File: src/rtl/mab_pkg.sv
package mab_pkg;
  localparam int DATA_W = 32;
  localparam logic [2:0] CTRL_REG_NO = 3'd6;

  typedef enum logic [1:0] {
    SZ_BYTE = 2'd0,
    SZ_HALF = 2'd1,
    SZ_WORD = 2'd2,
    SZ_RSVD = 2'd3
  } size_e;

  typedef enum logic [1:0] {
    TGT_NONE = 2'd0,
    TGT_TASK = 2'd1,
    TGT_CTRL = 2'd2,
    TGT_DATA = 2'd3
  } tgt_e;

  typedef struct packed {
    tgt_e       tgt;
    logic [2:0] reg_no;
    logic       wide;
  } route_t;
endpackage

File: src/rtl/mab_route.sv
module mab_route
  import mab_pkg::*;
#(
  parameter int ADDR_W     = 32,
  parameter int WIN_BITS   = 12,
  parameter int SLOT_SHIFT = 4,
  parameter int CTL_IDX_A  = 8,
  parameter int CTL_IDX_B  = 22
) (
  input  logic [ADDR_W-1:0] addr,
  input  logic [1:0]        size,
  output route_t            route
);
  localparam int IDX_W = WIN_BITS - SLOT_SHIFT;
  localparam logic [IDX_W-1:0] IDX_CA = CTL_IDX_A[IDX_W-1:0];
  localparam logic [IDX_W-1:0] IDX_CB = CTL_IDX_B[IDX_W-1:0];
  localparam logic [IDX_W-1:0] IDX_LO = IDX_W'(1);
  localparam logic [IDX_W-1:0] IDX_HI = IDX_W'(7);

  logic [IDX_W-1:0] slot;
  size_e            sz;

  assign slot = addr[WIN_BITS-1:SLOT_SHIFT];
  assign sz   = size_e'(size);

  always_comb begin
    route = '{tgt: TGT_NONE, reg_no: 3'd0, wide: 1'b0};
    unique case (sz)
      SZ_BYTE: begin
        if (slot >= IDX_LO && slot <= IDX_HI) begin
          route.tgt    = TGT_TASK;
          route.reg_no = slot[2:0];
        end else if (slot == IDX_CA || slot == IDX_CB) begin
          route.tgt    = TGT_CTRL;
          route.reg_no = CTRL_REG_NO;
        end
      end
      SZ_HALF, SZ_WORD: begin
        if (slot == '0) begin
          route.tgt  = TGT_DATA;
          route.wide = (sz == SZ_WORD);
        end
      end
      default: route.tgt = TGT_NONE;
    endcase
  end
endmodule

File: src/rtl/mab_swap.sv
module mab_swap #(
  parameter int LANES = 4
) (
  input  logic [8*LANES-1:0] din,
  output logic [8*LANES-1:0] dout
);
  for (genvar g = 0; g < LANES; g++) begin : g_lane
    assign dout[8*g +: 8] = din[8*(LANES-1-g) +: 8];
  end
endmodule

File: src/rtl/mmio_ata_bridge.sv
module mmio_ata_bridge
  import mab_pkg::*;
#(
  parameter int ADDR_W     = 32,
  parameter int WIN_BITS   = 12,
  parameter int SLOT_SHIFT = 4,
  parameter int CTL_IDX_A  = 8,
  parameter int CTL_IDX_B  = 22
) (
  input  logic              clk,
  input  logic              rst_n,
  input  logic              req_valid,
  output logic              req_ready,
  input  logic              req_write,
  input  logic [1:0]        req_size,
  input  logic [ADDR_W-1:0] req_addr,
  input  logic [31:0]       req_wdata,
  output logic              rsp_valid,
  output logic [31:0]       rsp_rdata,
  output logic              dev_sel_ctl,
  output logic [2:0]        dev_reg,
  output logic              dev_wide,
  output logic              dev_wr,
  output logic              dev_rd,
  output logic [31:0]       dev_wdata,
  input  logic [31:0]       dev_rdata
);
  localparam int HW = DATA_W / 2;

  route_t            rt;
  logic              take;
  logic [HW-1:0]     wr_sw16, rd_sw16;
  logic [DATA_W-1:0] wr_sw32, rd_sw32;
  logic [DATA_W-1:0] wr_fmt, rd_fmt;

  logic              s1_vld;
  logic              s1_write;
  size_e             s1_size;
  route_t            s1_rt;
  logic [DATA_W-1:0] s1_wdata;

  mab_route #(
    .ADDR_W(ADDR_W), .WIN_BITS(WIN_BITS), .SLOT_SHIFT(SLOT_SHIFT),
    .CTL_IDX_A(CTL_IDX_A), .CTL_IDX_B(CTL_IDX_B)
  ) route_i (
    .addr(req_addr), .size(req_size), .route(rt)
  );

  mab_swap #(.LANES(2)) wsw16_i (.din(req_wdata[HW-1:0]), .dout(wr_sw16));
  mab_swap #(.LANES(4)) wsw32_i (.din(req_wdata),         .dout(wr_sw32));
  mab_swap #(.LANES(2)) rsw16_i (.din(dev_rdata[HW-1:0]), .dout(rd_sw16));
  mab_swap #(.LANES(4)) rsw32_i (.din(dev_rdata),         .dout(rd_sw32));

  assign req_ready = ~s1_vld;
  assign take      = req_valid & req_ready;

  always_comb begin
    unique case (size_e'(req_size))
      SZ_HALF: wr_fmt = {{HW{1'b0}}, wr_sw16};
      SZ_WORD: wr_fmt = wr_sw32;
      default: wr_fmt = {{(DATA_W-8){1'b0}}, req_wdata[7:0]};
    endcase
  end

  always_ff @(posedge clk) begin
    if (!rst_n) begin
      s1_vld   <= 1'b0;
      s1_write <= 1'b0;
      s1_size  <= SZ_BYTE;
      s1_rt    <= '{tgt: TGT_NONE, reg_no: 3'd0, wide: 1'b0};
      s1_wdata <= '0;
    end else begin
      s1_vld <= take;
      if (take) begin
        s1_write <= req_write;
        s1_size  <= size_e'(req_size);
        s1_rt    <= rt;
        s1_wdata <= wr_fmt;
      end
    end
  end

  assign dev_wr      = s1_vld &  s1_write & (s1_rt.tgt != TGT_NONE);
  assign dev_rd      = s1_vld & ~s1_write & (s1_rt.tgt != TGT_NONE);
  assign dev_sel_ctl = (s1_rt.tgt == TGT_CTRL);
  assign dev_reg     = s1_rt.reg_no;
  assign dev_wide    = s1_rt.wide;
  assign dev_wdata   = s1_wdata;

  always_comb begin
    unique case (s1_rt.tgt)
      TGT_TASK, TGT_CTRL: rd_fmt = {{(DATA_W-8){1'b0}}, dev_rdata[7:0]};
      TGT_DATA:           rd_fmt = s1_rt.wide ? rd_sw32 : {{HW{1'b0}}, rd_sw16};
      default: begin
        unique case (s1_size)
          SZ_BYTE: rd_fmt = 32'h0000_00FF;
          SZ_HALF: rd_fmt = 32'h0000_FFFF;
          default: rd_fmt = 32'hFFFF_FFFF;
        endcase
      end
    endcase
  end

  always_ff @(posedge clk) begin
    if (!rst_n) begin
      rsp_valid <= 1'b0;
      rsp_rdata <= '0;
    end else begin
      rsp_valid <= s1_vld & ~s1_write;
      if (s1_vld & ~s1_write) rsp_rdata <= rd_fmt;
    end
  end
endmodule

File: config.mk
export PLATFORM = sky130hd
export DESIGN_NAME = mmio_ata_bridge
export DESIGN_NICKNAME = d
export VERILOG_FILES = /design/src/rtl/mab_pkg.sv /design/src/rtl/mab_route.sv /design/src/rtl/mab_swap.sv /design/src/rtl/mmio_ata_bridge.sv
export SDC_FILE = /design/constraint.sdc
export NUM_CORES = 1
export LEC_CHECK = 0
export ABC_CLOCK_PERIOD_IN_PS = 2200
export BUFFER_PORTS_ARGS = -buffer_cell sky130_fd_sc_hd__buf_2
export CORE_ASPECT_RATIO = 1.75
export CORE_UTILIZATION = 35
export DETAILED_ROUTE_END_ITERATION = 10
export PLACE_DENSITY_LB_ADDON = 0.25
export SYNTH_ARGS = -nofsm -noshare
export SYNTH_HDL_FRONTEND = slang
export SYNTH_SLANG_ARGS = --single-unit
File: constraint.sdc
create_clock -name clk -period 2.2 [get_ports clk]
set_clock_uncertainty 0.1 [all_clocks]
set_input_delay 0.44 -clock clk [delete_from_list [all_inputs] [get_ports clk]]
set_output_delay 0.44 -clock clk [all_outputs]
set_load 0.005 [all_outputs]
## Word-level counts from Yosys, hierarchy flattened

Cells that the tools add are included.
Widths: inputs -> output; s select.

| cells by class | value |
|---|---|
| order comparisons | 2 |
| equal/unequal tests | 8 |
| mux-type cells | 11 |
| bitwise gates (word level) | 7 |
| reductions and logical operators | 8 |

Operator list:

| operator | count |
|---|---|
| $pmux 32 s2 | 3 |
| $mux 32 | 1 |
| $mux 5 | 2 |
| $eq 8x4->1 const B | 1 |
| $eq 8x5->1 const B | 1 |
| $ge 8x1->1 const B | 1 |
| $le 8x3->1 const B | 1 |
| $logic_not 8->1 | 1 |
| $eq 2x1->1 const B | 3 |
| $eq 2x2->1 const B | 3 |
| $and 1x1->1 | 5 |
| $logic_not 2->1 | 2 |
| $pmux 2 s2 | 1 |
| $reduce_or 2->1 | 2 |
| $mux 3 | 1 |
| $mux 1 | 2 |
| $mux 2 | 1 |
| $not 1->1 | 2 |
| $reduce_bool 2->1 | 1 |
| $logic_and 1x1->1 | 1 |
| $logic_or 1x1->1 | 1 |

| word-level totals | value |
|---|---|
| register bits after elaboration | 75 |
| input port bits | 102 |
| output and inout bits | 73 |
| word-level logic and storage cells | 45 |

## Depth between registers and ports, before layout

Gate-level depths: netlist (run 1).

| logic depth | value |
|---|---|
| depth in word-level cells | 5 |
| depth in mapped cells | 8 |
| mapped depth without buffers | 6 |

## Hierarchy

A second synthesis (run 1) with hierarchy kept.

| unflattened totals | value |
|---|---|
| cells, all modules | 477 |
| area total of the unflattened synthesis | 4,211.5 sq um |

Modules (own cells, without submodules):

| module | instances | cells each | area an instance (sq um) | sequential area each (sq um) |
|---|---|---|---|---|
| mmio_ata_bridge | 1 | 351 | 3,284.4 | 1,501.4 |
| mab_swap (rsw32_i ...) | 2 | 32 | 240.2 | 0.0 |
| mab_swap (rsw16_i ...) | 2 | 16 | 120.1 | 0.0 |
| mab_route | 1 | 30 | 206.4 | 0.0 |

## Least setup slack after synthesis (run 1)

OpenSTA, ideal clock, no wires.

| timing | value |
|---|---|
| path type | input port to flip-flop |
| from | input req_size[0] |
| to | register s1_rt[4] (netlist name) |
| setup time | 0.059 ns |
| arrival | 1.624 ns |
| data required time | 2.041 ns |
| setup slack | 0.416 ns |
| cell stages on the path | 7 |
| buffers on the path | 2 |
| cells stage by stage | inv_1 -> ha_1 -> clkbuf_1 -> buf_2 -> mux2i_1 -> o41ai_1 -> and2_1 |

| between the ends | value |
|---|---|
| word-level cells in the longest chain between the ends | 3 |
| elaborated cells on any way between the ends | 5 |
| classes of those cells | eq/ne (2); mux (1); reduce/logical (2) |

Ends and longest elaborated chain:

| item | line | source |
|---|---|---|
| start, declared | mmio_ata_bridge.sv:15 | `input logic [1:0] req_size,` |
| $eq 2x1->1 or $eq 2x2->1 (tied branches) | mab_route.sv:28 | `unique case (sz)` |
| $reduce_or 2->1 | mab_route.sv:28 |  |
| $pmux 2 s2 * | mab_route.sv:28 |  |
| end signal, assigned | mmio_ata_bridge.sv:70 | `s1_rt <= '{tgt: TGT_NONE, reg_no: 3'd0, wide: 1'b0};` |
| end signal, assigned | mmio_ata_bridge.sv:77 | `s1_rt <= rt;` |
| end, declared | mmio_ata_bridge.sv:39 | `route_t s1_rt;` |

Mark *: on every way between the ends. The rest lies on a longest branch, timed or not.
A chain may end at the register's enable or synchronous reset.

## Worst setup path in the final report (run 1)

| timing | value |
|---|---|
| from | register s1_rt[4] (netlist name) |
| to | output dev_wr |

| between the ends | value |
|---|---|
| word-level cells in the longest chain between the ends | 2 |

Ends and longest elaborated chain:

| item | line | source |
|---|---|---|
| $reduce_bool 2->1 | mmio_ata_bridge.sv:83 | `assign dev_wr = s1_vld & s1_write & (s1_rt.tgt != TGT_NONE);` |
| $and 1x1->1 | mmio_ata_bridge.sv:83 |  |
| end, declared | mmio_ata_bridge.sv:23 | `output logic dev_wr,` |

Every way passes these cells.

==> key figures, run 1 <==
Outcome
  • Outcome: finished clean

CTS
  • CTS tree: yes
  • Clock tree buffer depth: 2
  • Root buffer cell: clkbuf_16
  • Clk slew on worst S/H paths: 0.06 ns
  • H-Tree Depth: 3
  • Clk_lat worst skew: 0.33 ns
  • Num Clock Sinks: 75
  • Resize count post-CTS: 0
  • Number of hold buffers added after CTS: 0
  • Post-CTS Setup Repair Bufs: 0
  • Num CTS Buffers: 9

Final layout
  • P&R area growth vs syn: 33.3%
  • Fill cells: 923
  • Sequential cell area: 1500 sq um
  • Commonest non-fill, non-tap cells in the layout: 150 x buf_2, 75 x dfxtp_1, 38 x nand2_1
  • Layout Nets: 617
  • Multi-input gate area: 1740 sq um
  • Share of cells above drive strength 1: 39.0%
  • Diode count: 0
  • Core Util, Final: 48.1%
  • Most common cell after layout, fill and taps aside: buf_2

Floorplanning
  • Core ar.: 9470 sq um
  • Die Height: 133 microns
  • Die area: 10200 sq um
  • Initial core utilization: 36.1%
  • IO Pins: 175
  • FP Rows: 47
  • Die X: 76.7 microns

Critical path
  • Startpoint type of the worst setup path: register
  • Kind of critical path: reg2out
  • Critical Path Fanout Max: 13
  • Worst setup EP type: output pin
  • Reg2reg start: dev_wide$_SDFFE_PN0P_
  • CP required: 1.66 ns
  • Worst path arrival time: 1.40 ns
  • Worst flop-to-flop path endpoint: rsp_rdata[0]$_SDFFE_PN0P_
  • R2R Setup Slk: 0.27 ns
  • R2R depth: 4

STA
  • Worst slew pin tran: 0.550 ns
  • Fin Hold WS: 0.263 ns
  • Slew headroom: 63.4%
  • Max Slew Vio Count: 0
  • Final setup TNS: 0 ns
  • Final worst path period need: 1.94 ns
  • Setup WS post-layout: 0.263 ns
  • Max Clk Rate: 0.516 GHz
  • Fin. Hold Viols: 0
  • Final worst path period share: 88.1%
  • RSZ-0062 raised after global routing: false
  • # setup viols final: 0

Pwr
  • Pleak: 2.05 nW
  • Sw Share: 26.0%
  • Maximum vdd ir drop: 0.000460 V
  • Power Dens Cells: 707 nW/um^2
  • Sequential share of power: 45.1%
  • Combinational Power Share: 12.5%
  • Internal Pwr Total: 2.39 mW
  • Clock group share of total power: 42.4%
  • Psw: 0.837 mW

Synthesis
  • Compound-Gate Fraction of Synth Area: 24.3%
  • Post-Synth Simple-Gate Area: 18.4%
  • Mux contribution to synthesized area: 5.27%
  • Yosys warns: 0
  • Post-synthesis adder-cell area fraction: 2.56%
  • Combinational family with the most area after synthesis: compound AO/OA/AOI/OAI gates
  • Syn nets: 481
  • Post-Synthesis Cells: 372
  • Seq/Total Area, Yosys: 43.9%
  • Synth cell types: 40
  • Xor/xnor share of the synthesized area: 0%
  • FF+latch count, synth: 75
  • Mean Syn Cell Area: 9.19 sq um
  • Mapped Area: 3420 sq um

Route
  • Antenna viol nets, final: 0
  • Drc violations: 0
  • Via density: 5.22
  • Post-Route WL: 10200 microns
  • Avg WL per Cell: 16.1 microns
  • Initial DRC count: 232
  • DR pass1 iterations: 5
  • Total number of vias: 3312

GRT
  • Total global-route track usage: 20.2%
  • First-pass GRT wire length: 15900 microns
  • Gr ovfl total: 0
  • Largest net degree at the start of global routing: 52
  • Initial antenna violation count: 0
  • Vias in the first global route: 3180

Place
  • Pre-CTS setup slack: 0.235 ns
  • Detail Placement HPWL: 7440 microns
  • Number of port buffers: 150
  • Gpl congestion: 0.822

Min path
  • Worst Hold End: rsp_rdata[22]$_SDFFE_PN0P_
  • Worst hold path class: in2reg
  • Worst Hold Path Cells: 3
  • Worst Hold Launch: dev_rdata[14]

Run
  • Max-cap violations: 0
-- power by group through the flow --
| stage | clock network (mW) | registers (mW) | logic (mW) |
|---|---|---|---|
| 2_1_floorplan | 0 | 1.49 | 0.189 |
| 3_3_place_gp | 0 | 1.48 | 0.401 |
| 3_5_place_dp | 0 | 1.48 | 0.404 |
| 4_1_cts | 1.41 | 1.45 | 0.407 |
| 5_1_grt | 1.47 | 1.46 | 0.442 |
| 6_report | 1.37 | 1.45 | 0.403 |
-- routing by layer --
metal  GRT usage (%)  up-vias  share of wire [%]
met1            21.4     1535                 38
met5               0        -                  0
met2            37.0      139                 54
met4            9.72        0                1.9
met3            4.48       12                6.3
li1                -     1626                  -
-- area by class of cell --
class,count,share of cell area (%)
clock buffers,9,4.94
clock inverters,7,1.18
inverters,7,0.576
multi-input cells,255,38.1
flip-flops and latches,75,32.9
well taps,122,3.35
repair buffers,160,18.9
-- critical path: stages, from the launching register on --
cell and delay [ns]:
dfxtp_1 0.36, inv_1 0.08, ha_2 0.27, nor3b_1 0.20, buf_2 0.15
-- cells in the mapped netlist (all sizes together) --
| cell type | instances | area, sq um |
|---|---|---|
| o221a | 8 | 90.1 |
| o21a | 1 | 7.51 |
| mux2 | 8 | 90.1 |
| a21boi | 6 | 45.0 |
| nand2b | 11 | 68.8 |
| nand3 | 8 | 40.0 |
| dfxtp | 75 | 1500 |
| nand2 | 38 | 143 |
| mux2i | 9 | 90.1 |
| o211a | 8 | 80.1 |
| nand4 | 1 | 6.26 |
| and3 | 3 | 18.8 |
| clkbuf | 20 | 75.1 |
| o21ai | 17 | 85.1 |
| ha | 7 | 87.6 |
| a222oi | 8 | 80.1 |
| inv | 7 | 26.3 |
| o221ai | 2 | 17.5 |
| a32o | 1 | 10.0 |
| a22oi | 16 | 120 |
| a221oi | 16 | 140 |
| a32oi | 1 | 8.76 |
| nor2 | 12 | 47.6 |
| o32ai | 1 | 8.76 |
| nor3b | 2 | 15.0 |
| nand3b | 2 | 15.0 |
| nor2b | 34 | 215 |
| a21oi | 26 | 130 |
| or4b | 1 | 13.8 |
| buf | 15 | 88.8 |
| and2 | 4 | 25.0 |
| nor3 | 3 | 20.0 |
| o41ai | 1 | 8.76 |
-- cell families after synthesis --
kind of cell	Yosys count
adders and majority gates	7
DFF	75
AOI/OAI and AO/OA	112
and+or+nand+nor	119
buffers and inverters	42
muxes	17
-- through the flow --
stage / area [sq um] / cells / power [mW]
after floorplan: 3420 / 372 / 1.68
after global placement: 4280 / 619 / 1.88
after detailed placement: 4280 / 619 / 1.89
after CTS: 4560 / 635 / 3.27
after global routing: 4560 / 635 / 3.37
final: 4560 / 635 / 3.22
-- worst max-delay path by stage --
stage	from	endpoint	cells after the start
floorplan	req_size[0]	s1_rt[4]$_SDFFE_PN0P_	7
global placement	req_size[0]	dev_wdata[13]$_SDFFE_PN0P_	7
detailed placement	req_size[0]	dev_wdata[9]$_SDFFE_PN0P_	7
CTS	s1_rt[4]$_SDFFE_PN0P_	dev_wr	4
global route	s1_rt[4]$_SDFFE_PN0P_	dev_wr	4
finish	s1_rt[4]$_SDFFE_PN0P_	dev_wr	4
Note: power is estimated with default switching activity, not from simulation.
==> inputs of run 2 (changes only) <==
--- a/config.mk
+++ b/config.mk
@@ -10,7 +10,8 @@
 export CORE_ASPECT_RATIO = 1.75
 export CORE_UTILIZATION = 35
 export DETAILED_ROUTE_END_ITERATION = 10
-export PLACE_DENSITY_LB_ADDON = 0.25
+export PLACE_DENSITY_LB_ADDON = 0.12
+export SLEW_MARGIN = 0
 export SYNTH_ARGS = -nofsm -noshare
 export SYNTH_HDL_FRONTEND = slang
 export SYNTH_SLANG_ARGS = --single-unit
==> key figures, run 2 (synthesized netlist as in run 1, its figures left out) <==
Place
  • Number of port buffers: 150 (unchanged)
  • Gpl congestion: 0.768 (was 0.822)
  • Pre-CTS setup slack: 0.249 ns (was 0.235 ns)
  • Detail Placement HPWL: 7620 microns (was 7440 microns)

Route
  • Total number of vias: 3343 (was 3312)
  • Drc violations: 0 (unchanged)
  • Antenna viol nets, final: 0 (unchanged)
  • DR pass1 iterations: 5 (unchanged)
  • Initial DRC count: 141 (was 232)
  • Via density: 5.26 (was 5.22)
  • Post-Route WL: 10400 microns (was 10200 microns)
  • Avg WL per Cell: 16.3 microns (was 16.1 microns)

STA
  • # setup viols final: 0 (unchanged)
  • Setup WS post-layout: 0.246 ns (was 0.263 ns)
  • Final setup TNS: 0 ns (unchanged)
  • Final worst path period need: 1.95 ns (was 1.94 ns)
  • Max Clk Rate: 0.512 GHz (was 0.516 GHz)
  • Slew headroom: 59.9% (was 63.4%)
  • Final worst path period share: 88.8% (was 88.1%)
  • Max Slew Vio Count: 0 (unchanged)
  • Worst slew pin tran: 0.602 ns (was 0.550 ns)
  • Fin. Hold Viols: 0 (unchanged)
  • RSZ-0062 raised after global routing: false (unchanged)

Final layout
  • Most common cell after layout, fill and taps aside: buf_2 (unchanged)
  • Layout Nets: 618 (was 617)
  • Share of cells above drive strength 1: 39.1% (was 39.0%)
  • Fill cells: 952 (was 923)
  • Multi-input gate area: 1740 sq um (unchanged)
  • Sequential cell area: 1500 sq um (unchanged)
  • Commonest non-fill, non-tap cells in the layout: 150 x buf_2, 75 x dfxtp_1, 38 x nand2_1 (unchanged)
  • P&R area growth vs syn: 34.2% (was 33.3%)
  • Diode count: 0 (unchanged)

Critical path
  • CP required: 1.66 ns (about the same)
  • Crit-path max cell delay: 0.36 ns (about the same)
  • Critical Path Fanout Max: 13 (unchanged)
  • Worst setup EP type: output pin (unchanged)
  • WP buf/inv: 2 (unchanged)
  • Crit path max-delay family: flip-flops (unchanged)
  • Startpoint type of the worst setup path: register (unchanged)
  • CP Cell Sequence: inv_1 > ha_2 > nor3b_1 > buf_2 (unchanged)
  • Worst path arrival time: 1.41 ns (was 1.40 ns)
  • Kind of critical path: reg2out (unchanged)
  • CP max-delay cell: dfxtp_1 (unchanged)

Pwr
  • Combinational Power Share: 12.1% (was 12.5%)
  • Power Dens Cells: 729 nW/um^2 (was 707 nW/um^2)
  • Psw: 0.841 mW (was 0.837 mW)
  • Sequential share of power: 43.4% (was 45.1%)
  • Pleak: 2.07 nW (was 2.05 nW)
  • Sw Share: 25.2% (was 26.0%)
  • Maximum vdd ir drop: 0.000479 V (was 0.000460 V)
  • Internal Pwr Total: 2.50 mW (was 2.39 mW)
  • Clock group share of total power: 44.4% (was 42.4%)

Floorplanning
  • Initial core utilization: 36.1% (unchanged)
  • Core ar.: 9470 sq um (unchanged)
  • FP Rows: 47 (unchanged)
  • IO Pins: 175 (unchanged)
  • Die area: 10200 sq um (unchanged)
  • Die X: 76.7 microns (unchanged)
  • Die Height: 133 microns (unchanged)

GRT
  • First-pass GRT wire length: 16700 microns (was 15900 microns)
  • Total global-route track usage: 21.3% (was 20.2%)
  • Vias in the first global route: 3355 (was 3180)
  • Largest net degree at the start of global routing: 42 (was 52)
  • Gr ovfl total: 0 (unchanged)
  • Initial antenna violation count: 0 (unchanged)

Outcome
  • Outcome: finished clean (unchanged)

CTS
  • Num CTS Buffers: 9 (unchanged)
  • Clk slew on worst S/H paths: 0.06 ns (about the same)
  • Root buffer cell: clkbuf_16 (unchanged)
  • CTS tree: yes (unchanged)
  • Clock tree buffer depth: 2 (unchanged)
  • Number of hold buffers added after CTS: 0 (unchanged)
  • H-Tree Depth: 3 (unchanged)
  • Clk_lat worst skew: 0.34 ns (was 0.33 ns)
  • Num Clock Sinks: 75 (unchanged)

Run
  • Max-cap violations: 0 (unchanged)

Min path
  • Worst hold path class: in2reg (unchanged)
==> run 2: cell types whose count changed in the layout (fill, tap and decap cells not counted), sizes merged <==
cell and delta:
bufinv +1, clkinvlp -2, clkinv +1, buf +1
==> run 2: path summary, 6_finish.rpt <==
kind                                               from                         end  slack, ns  cells past startpoint
worst max register to register    dev_wide$_SDFFE_PN0P_  rsp_rdata[26]$_SDFFE_PN0P_       0.37                      6
worst min-delay path                          req_write       s1_write$_SDFFE_PN0P_       0.25                      3
worst min register to register  dev_reg[1]$_SDFFE_PN0P_     dev_reg[1]$_SDFFE_PN0P_       0.36                      2
worst max-delay path              s1_rt[4]$_SDFFE_PN0P_                      dev_wr       0.25                      4
==> run 2: repair_timing <==
action,in CTS,in global routing
buffers inserted,0,0
gates resized for setup,0,1
endpoints found under the setup margin,0,1
==> run 2: area by class of cell <==
| type | instances | area share, % |
|---|---|---|
| Timing Repair Buffer | 161 | 19.0 |
| Clock buffer | 9 | 4.91 |
| Multi-Input combinational cell | 255 | 37.8 |
| Tap cell | 122 | 3.33 |
| Inverter | 7 | 0.573 |
| Sequential cell | 75 | 32.7 |
| Clock inverter | 7 | 1.69 |
==> run 2: power groups by stage <==
stage | clock network, mW | logic [mW] | registers, mW
2_1_floorplan | 0 | 0.189 | 1.49
3_3_place_gp | 0 | 0.404 | 1.48
3_5_place_dp | 0 | 0.408 | 1.48
4_1_cts | 1.53 | 0.410 | 1.45
5_1_grt | 1.59 | 0.449 | 1.46
6_report | 1.49 | 0.406 | 1.45
==> run 2: stage by stage <==
stage	power (mW)	area [sq um]	util, %	instances	hold WS (ns)
4_1_cts	3.39	4590	48.4	636	0.243
3_3_place_gp	1.89	4280	45.2	620	0.348
2_1_floorplan	1.68	3420	-	372	0.331
5_1_grt	3.50	4590	48.5	636	0.260
6_report	3.35	4590	48.5	636	0.255
3_5_place_dp	1.89	4280	45.2	620	0.359
==> run 2: routing by layer <==
layer / vias to the layer above / GRT usage (%) / part of all wire [%]
li1: 1623 / - / -
met1: 1569 / 21.8 / 37
met2: 133 / 39.2 / 54
met3: 18 / 3.66 / 5.8
met4: 0 / 13.4 / 3.3
met5: - / 0 / 0
==> run 2: worst register-to-register path, cell delays in order (launching register included) <==
cell and delay, ns:
dfxtp_1 0.67, buf_4 0.31, inv_1 0.07, nor2_2 0.10
buf_4 0.21, nand2_1 0.16, a21oi_1 0.16
